File: src/rtl/ext_irq_pkg.sv
package ext_irq_pkg;
  typedef enum logic [1:0] {
    EDGE_OFF  = 2'b00,
    EDGE_RISE = 2'b01,
    EDGE_FALL = 2'b10,
    EDGE_ANY  = 2'b11
  } edge_mode_e;
endpackage

File: src/rtl/eirq_sync.sv
module eirq_sync #(
  parameter int NCH = 2
) (
  input  logic           clk,
  input  logic           rst_n,
  input  logic [NCH-1:0] pin_i,
  output logic [NCH-1:0] cur_o,
  output logic [NCH-1:0] prev_o
);
  logic [NCH-1:0] meta_q, cur_q, prev_q;

  always_ff @(posedge clk or negedge rst_n) begin
    if (!rst_n) begin
      meta_q <= '0;
      cur_q  <= '0;
      prev_q <= '0;
    end else begin
      meta_q <= pin_i;
      cur_q  <= meta_q;
      prev_q <= cur_q;
    end
  end

  assign cur_o  = cur_q;
  assign prev_o = prev_q;
endmodule

File: src/rtl/eirq_edge_det.sv
module eirq_edge_det
  import ext_irq_pkg::*;
(
  input  logic [1:0] sel_i,
  input  logic       cur_i,
  input  logic       prev_i,
  output logic       hit_o
);
  logic rise, fall;
  assign rise = cur_i & ~prev_i;
  assign fall = ~cur_i & prev_i;

  always_comb begin
    unique case (edge_mode_e'(sel_i))
      EDGE_RISE: hit_o = rise;
      EDGE_FALL: hit_o = fall;
      EDGE_ANY:  hit_o = rise | fall;
      default:   hit_o = 1'b0;
    endcase
  end
endmodule

File: src/rtl/eirq_regs.sv
module eirq_regs #(
  parameter int          NCH        = 2,
  parameter int          AW         = 8,
  parameter int          DW         = 8,
  parameter logic [AW-1:0] EDGE_ADDR = 8'hBF,
  parameter logic [AW-1:0] EN_ADDR   = 8'hC0,
  parameter logic [AW-1:0] FLAG_ADDR = 8'hC1
) (
  input  logic             clk,
  input  logic             rst_n,
  input  logic             wr_en,
  input  logic [AW-1:0]    addr,
  input  logic [DW-1:0]    wdata,
  input  logic [NCH-1:0]   hit_i,
  output logic [DW-1:0]    rdata,
  output logic [2*NCH-1:0] sel_o,
  output logic [NCH-1:0]   en_o,
  output logic             gie_o,
  output logic [NCH-1:0]   flag_o
);
  localparam int SW = 2 * NCH;
  localparam logic [SW-1:0] SEL_RST = {NCH{2'b10}};

  logic [SW-1:0]  sel_q;
  logic [NCH-1:0] en_q, flag_q, flag_n;
  logic           gie_q;
  logic           wr_sel, wr_en_reg, wr_flag;

  assign wr_sel    = wr_en && (addr == EDGE_ADDR);
  assign wr_en_reg = wr_en && (addr == EN_ADDR);
  assign wr_flag   = wr_en && (addr == FLAG_ADDR);

  // Software clears first, then hardware sets on top: set wins.
  always_comb begin
    flag_n = flag_q;
    if (wr_flag) flag_n = flag_q & wdata[NCH-1:0];
    flag_n = flag_n | hit_i;
  end

  always_ff @(posedge clk or negedge rst_n) begin
    if (!rst_n) begin
      sel_q  <= SEL_RST;
      en_q   <= '0;
      gie_q  <= 1'b0;
      flag_q <= '0;
    end else begin
      if (wr_sel) sel_q <= wdata[SW-1:0];
      if (wr_en_reg) begin
        en_q  <= wdata[NCH-1:0];
        gie_q <= wdata[DW-1];
      end
      flag_q <= flag_n;
    end
  end

  always_comb begin
    rdata = '0;
    if (addr == EDGE_ADDR)      rdata[SW-1:0]  = sel_q;
    else if (addr == EN_ADDR) begin
      rdata[NCH-1:0] = en_q;
      rdata[DW-1]    = gie_q;
    end
    else if (addr == FLAG_ADDR) rdata[NCH-1:0] = flag_q;
  end

  logic unused_wdata;
  assign unused_wdata = ^wdata;

  assign sel_o  = sel_q;
  assign en_o   = en_q;
  assign gie_o  = gie_q;
  assign flag_o = flag_q;
endmodule

File: src/rtl/ext_irq_edge_ctrl.sv
module ext_irq_edge_ctrl #(
  parameter int            NCH       = 2,
  parameter int            AW        = 8,
  parameter int            DW        = 8,
  parameter logic [AW-1:0] EDGE_ADDR = 8'hBF,
  parameter logic [AW-1:0] EN_ADDR   = 8'hC0,
  parameter logic [AW-1:0] FLAG_ADDR = 8'hC1,
  parameter logic [AW-1:0] VECTOR    = 8'h08
) (
  input  logic           clk,
  input  logic           rst_n,
  input  logic [NCH-1:0] pin_i,
  input  logic           wr_en,
  input  logic [AW-1:0]  addr,
  input  logic [DW-1:0]  wdata,
  output logic [DW-1:0]  rdata,
  output logic           irq_o,
  output logic [AW-1:0]  vector_o,
  output logic           wake_o
);
  logic [NCH-1:0]   cur, prev, hit, en, flag;
  logic [2*NCH-1:0] edge_q;
  logic             gie;

  eirq_sync #(.NCH(NCH)) u_sync (
    .clk(clk), .rst_n(rst_n), .pin_i(pin_i), .cur_o(cur), .prev_o(prev)
  );

  for (genvar c = 0; c < NCH; c++) begin : g_det
    eirq_edge_det u_det (
      .sel_i (edge_q[2*c +: 2]),
      .cur_i (cur[c]),
      .prev_i(prev[c]),
      .hit_o (hit[c])
    );
  end

  eirq_regs #(
    .NCH(NCH), .AW(AW), .DW(DW),
    .EDGE_ADDR(EDGE_ADDR), .EN_ADDR(EN_ADDR), .FLAG_ADDR(FLAG_ADDR)
  ) u_regs (
    .clk(clk), .rst_n(rst_n), .wr_en(wr_en), .addr(addr), .wdata(wdata),
    .hit_i(hit), .rdata(rdata), .sel_o(edge_q), .en_o(en), .gie_o(gie),
    .flag_o(flag)
  );

  assign irq_o    = gie & (|(flag & en));
  assign wake_o   = |hit;
  assign vector_o = VECTOR;
endmodule

File: config.mk
export PLATFORM = sky130hd
export DESIGN_NAME = ext_irq_edge_ctrl
export DESIGN_NICKNAME = d
export VERILOG_FILES = /design/src/rtl/ext_irq_pkg.sv /design/src/rtl/eirq_sync.sv /design/src/rtl/eirq_edge_det.sv /design/src/rtl/eirq_regs.sv /design/src/rtl/ext_irq_edge_ctrl.sv
export SDC_FILE = /design/constraint.sdc
export NUM_CORES = 1
export LEC_CHECK = 0
export ABC_AREA = 1
export ABC_CLOCK_PERIOD_IN_PS = 2050
export CORE_MARGIN = 2
export CORE_UTILIZATION = 45
export DETAILED_ROUTE_END_ITERATION = 6
export GPL_TIMING_DRIVEN = 1
export HOLD_SLACK_MARGIN = 0.12
export PLACE_DENSITY = 0.83
export SYNTH_ARGS = -nofsm -noshare
export SYNTH_HDL_FRONTEND = slang
export SYNTH_SLANG_ARGS = --single-unit
File: constraint.sdc
create_clock -name clk -period 2.05 [get_ports clk]
set_clock_uncertainty 0.2 [all_clocks]
set_input_delay 0.3075 -clock clk [delete_from_list [all_inputs] [get_ports clk]]
set_output_delay 0.3075 -clock clk [all_outputs]
set_load 0.005 [all_outputs]
== Word level (Yosys, flattened, before mapping) ==
Index checks and enable logic that the tools add are counted.

* Equality and inequality tests: 9
* Mux-type cells: 9
* Bitwise gates (word level): 14
* Reduce and logical (&&, ||, !) cells: 5

{| class="wikitable"
|+ Operators by type and width
! kind !! number
|-
| 8-bit equality test (second input constant) || 3
|-
| 2-bit two-way mux || 5
|-
| 2-bit equality test (second input constant) || 4
|-
| 1-bit case mux with 3 select lines || 2
|-
| 1-bit bitwise AND || 5
|-
| 2-bit bitwise AND || 2
|-
| 2-bit by 1-bit equality test with 1-bit output (second input constant) || 2
|-
| 1-bit NOT || 4
|-
| 2-bit OR reduction || 2
|-
| 1-bit logical AND || 3
|-
| 1-bit two-way mux || 2
|-
| 1-bit bitwise OR || 2
|-
| 2-bit bitwise OR || 1
|}

* Bits in registers: 15
* Input bits: 21
* Output and inout bits: 18

== Longest topological paths before layout ==
* Word-level depth: 5
* Depth in mapped cells: 7

== Hierarchy ==
Synthesis repeated with hierarchy kept, for this count alone.

* Cell total of the unflattened synthesis: 141
* Area, all modules: 1041.0 µm²

{| class="wikitable"
|+ By module, submodules not included
! module !! times used !! cells each !! area an instance (µm²)
|-
| eirq_regs || 1 || 98 || 673.1
|-
| eirq_sync || 1 || 6 || 150.1
|-
| eirq_edge_det || 2 || 11 || 63.8
|-
| ext_irq_edge_ctrl || 1 || 15 || 90.1
|}

== Worst setup path before layout ==
Ideal clock, no wire load.

* Path type: reg-to-output
* From: register u_sync.prev_q[1] (netlist: u_sync.prev_o[1])
* To: output wake_o
* Data arrival time: 0.917 ns
* Required time: 1.542 ns
* Path slack: 0.625 ns
* Cell stages (with the launch flop): 6
* Path buffers: 0
* Cells stage by stage: dfrtp_1 -> inv_1 -> ha_1 -> o21ai_0 -> nand2_1 -> nand2_1

* Word-level cells in the longest chain between the ends: 5

{| class="wikitable"
|+ Ends and longest elaborated chain
! what !! RTL line !! source
|-
| start, declared || eirq_sync.sv:10 || <nowiki>logic [NCH-1:0] meta_q, cur_q, prev_q;</nowiki>
|-
| start signal, assigned || eirq_sync.sv:20 || <nowiki>prev_q <= cur_q;</nowiki>
|-
| 1-bit NOT || eirq_edge_det.sv:10 || <nowiki>assign rise = cur_i & ~prev_i;</nowiki>
|-
| 1-bit bitwise AND || eirq_edge_det.sv:10 ||
|-
| 1-bit bitwise OR || eirq_edge_det.sv:17 || <nowiki>EDGE_ANY: hit_o = rise | fall;</nowiki>
|-
| 1-bit case mux with 3 select lines (*) || eirq_edge_det.sv:14 || <nowiki>unique case (edge_mode_e'(sel_i))</nowiki>
|-
| 2-bit OR reduction (*) || ext_irq_edge_ctrl.sv:48 || <nowiki>assign wake_o = |hit;</nowiki>
|-
| end, declared || ext_irq_edge_ctrl.sv:19 || <nowiki>output logic wake_o</nowiki>
|}

Mark *: on every way between the ends. The rest lies on a longest branch, timed or not.

== Worst setup path after layout ==
* From: input addr[5]
* To: output rdata[0]

* Word-level cells in the longest chain between the ends: 4

{| class="wikitable"
|+ Ends and longest elaborated chain
! what !! RTL line !! source
|-
| start, declared || ext_irq_edge_ctrl.sv:14 || <nowiki>input logic [AW-1:0] addr,</nowiki>
|-
| 8-bit equality test || eirq_regs.sv:63 || <nowiki>else if (addr == FLAG_ADDR) rdata[NCH-1:0] = flag_q;</nowiki>
|-
| 2-bit two-way mux || eirq_regs.sv:63 ||
|-
| 2-bit two-way mux || eirq_regs.sv:59 || <nowiki>else if (addr == EN_ADDR) begin</nowiki>
|-
| 2-bit two-way mux (*) || eirq_regs.sv:58 || <nowiki>if (addr == EDGE_ADDR) rdata[SW-1:0] = sel_q;</nowiki>
|-
| end, declared || ext_irq_edge_ctrl.sv:16 || <nowiki>output logic [DW-1:0] rdata,</nowiki>
|}

Marked as above.

==> metrics.yaml <==
sta:
  slew_viol_final: 0
  rsz0062_at_grt: "false"
  maxSlewHeadroom_pct: 54.6
  setup_viol: 0
  worst_pin_slew_ns: 0.679
  hold_slack_ns: 0.161
  hold_viol: 0
  fmax_mhz: 507
  fin_crit_sh_pct: 96.2
  timing.final.ws_setup_ns: 0.0777
  finalCriticalPeriod_ns: 1.97
synthesis:
  avgSynthCellArea_sq_um: 7.35
  ys_seq_elements: 15
  synth_cell_type_count: 17
  yosysWarnings: 0
  syn_area_sq_um: 963
  synthCells: 131
  ys_seq_area_share_pct: 39.2
hold_path:
  hold_depth: 0
  worstHoldEndpoint: "u_sync.cur_o[0]"
  hp-start: "u_sync.meta_q[0]"
  hold_path.class: "reg -> reg"
finish:
  fin_util_pct: 67.6
  diodes: 0
  drive_gt1_share_pct: 21.5
  nNetsFinal: 198
  fill_cells: 179
  syn_to_final_growth_pct: 39.1
global_route:
  grt_pass1_vias: 929
  gr-usage-all-layers_pct: 22.0
  grt_max_degree: 16
  grt_pass1_wl_mm: 4.10
  antenna_found_initial: 0
  gr-total-overflow: 0
routing:
  num_vias: 943
  ant_nets: 0
  wirelength_mm: 2.45
  routedWlPerCell_um: 12.3
  dr.pass1.iters: 4
  viasPerCell: 4.74
  route.detailed.drc: 0
  drtIter0Drc: 25
setup_path:
  r2r_slack_ns: 0.56
  worstPathRequired_ns: 1.54
  critPathKind: "in -> out"
  startpoint_type: "primary input"
  crit_fanout: 3
  worst-path-buf-inv: 4
  r2r_start: "u_sync.cur_o[0]"
  arrival_ns: 1.46
  r2r_cells: 5
  r2r_end: "u_regs.flag_o[0]"
  crit_path_max_incr_delay_ns: 0.25
  crit_chain: "dlygate4sd2_1, nand2_2, nor3_4, buf_6, buf_4, nand3_2, nand3_1, clkdlybuf4s15_2"
  path_delay_family: "buffers and inverters"
  critPathSlowestCell: "dlygate4sd2_1"
  cp-end-kind: "output pin"
clocking:
  cts-htree-levels: 1
  root_buffer: "clkbuf_4"
  clk_pin_slew_worst_paths_ns: 0.09
  worstSkewPairLatency_ns: 0.30
  cts_buffer_depth: 2
  cts-buffers-inserted: 3
  holdBufCountCts: 0
  cts_tree: "done"
  cts.sinks: 15
floorplanning:
  fp-row-count: 16
  fp.dieH_um: 50.3
  core_sq_um: 1980
  io_pins: 39
  die-area_sq_um: 2530
  initial_core_util_pct: 48.6
  dieWidth_um: 50.3
place:
  dpl.hpwl_mm: 1.74
  port-buffer-count: 24
  dp_slack_ns: -0.376
  place.gp.congestion: 0.867
power:
  ir_drop_mv: 0.493
  p_leak_nw: 0.707
  power_per_cell_area_nw_per_um2: 461
  finalPower_w: 0.000618
job:
  max_cap_violations: 0
outcome:
  outcome: "finished clean"
how the worst max path moves through the flow:
| stage | from | to | slack [ns] | cells past startpoint |
|---|---|---|---|---|
| global route | addr[5] | rdata[0] | 0.004 | 8 |
| global placement | addr[6] | rdata[1] | -0.32 | 8 |
| finish | addr[5] | rdata[0] | 0.08 | 8 |
| CTS | u_sync.cur_o[0] | wake_o | 0.004 | 5 |
| detailed placement | addr[6] | rdata[0] | -0.38 | 8 |
| floorplan | u_sync.prev_o[1] | wake_o | 0.63 | 5 |
cell families (layout without fill, tap and decap cells):
kind of cell	after synthesis	in the layout	synth area share, %
other cells	2	11	0.780
compound gates	5	5	2.86
buf+inv	30	62	16.1
flops	15	15	39.2
fa+ha+maj	4	4	5.20
simple gates	75	75	35.8
cells in the mapped netlist:
master    number  share of area, %
nor3_4         2               3.4
inv_1         16               6.2
nand2_1       43                17
dfstp_2        2               5.5
o21ai_0        1              0.52
nand3_4        1               1.8
inv_2          2              0.78
nor2_1        13               5.1
ha_1           4               5.2
dfrtp_1       13                34
o21bai_1       1              0.78
buf_2          1              0.52
buf_4         11               8.6
conb_1         2              0.78
nand4_1        4               2.6
nand3_1       12               6.2
a21oi_1        3               1.6
final cells by class:
| class | instances | area (sq um) | share of cell area [%] |
|---|---|---|---|
| clock inverter | 1 | 5.00 | 0.373 |
| inverter | 18 | 67.6 | 5.04 |
| multi-input combinational | 95 | 482 | 35.9 |
| timing repair buffer | 40 | 352 | 26.2 |
| clock buffer | 3 | 22.5 | 1.68 |
| sequential | 15 | 378 | 28.2 |
| tap | 27 | 33.8 | 2.52 |
per-stage QoR:
step | std cells | area, sq um | setup TNS [ns]
5_1_grt | 199 | 1340 | 0
3_3_place_gp | 184 | 1220 | -1.45
2_1_floorplan | 140 | 997 | 0
6_report | 199 | 1340 | 0
4_1_cts | 199 | 1340 | 0
3_5_place_dp | 184 | 1220 | -1.59
what timing repair did:
| action | in CTS | in global routing |
|---|---|---|
| buffers inserted | 11 | 0 |
| pin swaps | 10 | 3 |
| setup endpoints to repair | 6 | 2 |
| resized for setup | 28 | 2 |
cell usage in the layout, fill, tap and decap left out:
cell type        instances
a21oi_1                  3
buf_4                   14
buf_6                    2
clkbuf_2                 1
clkbuf_4                 3
clkdlybuf4s15_2          2
clkdlybuf4s50_1         10
clkinv_2                 1
conb_1                  11
dfrtp_1                 13
dfstp_2                  2
dlygate4sd2_1           11
ha_1                     4
inv_1                   15
inv_2                    3
nand2_1                 41
nand2_2                  2
nand3_1                 11
nand3_2                  1
nand3_4                  1
nand4_1                  4
nor2_1                  10
nor2_2                   3
nor3_4                   2
o21ai_1                  1
o21bai_1                 1
metal layers:
| metal | track usage, % | routed length [um] | vias up |
|---|---|---|---|
| li1 | - | - | 468 |
| met4 | 9.72 | 42 | 0 |
| met5 | 0 | 0 | - |
| met3 | 4.17 | 88 | 4 |
| met2 | 40.8 | 1350 | 28 |
| met1 | 23.8 | 967 | 443 |
state kept, by name, indices dropped and copies added, names as in the netlist:
signal and flops:
u_regs.flag_o 2, u_sync.meta_q 2, u_regs.gie_o 1, u_sync.prev_o 2, u_sync.cur_o 2, u_regs.en_o 2, u_regs.sel_o 4
power breakdown:
group	internal, W	switching, W	total (W)
Sequential	0.000312	0.0000123	0.000325
Combinational	0.0000519	0.0000604	0.000112
Clock	0.0000727	0.000109	0.000181
Total	0.000437	0.000181	0.000618
No activity file was read; power rests on OpenSTA's default activity.
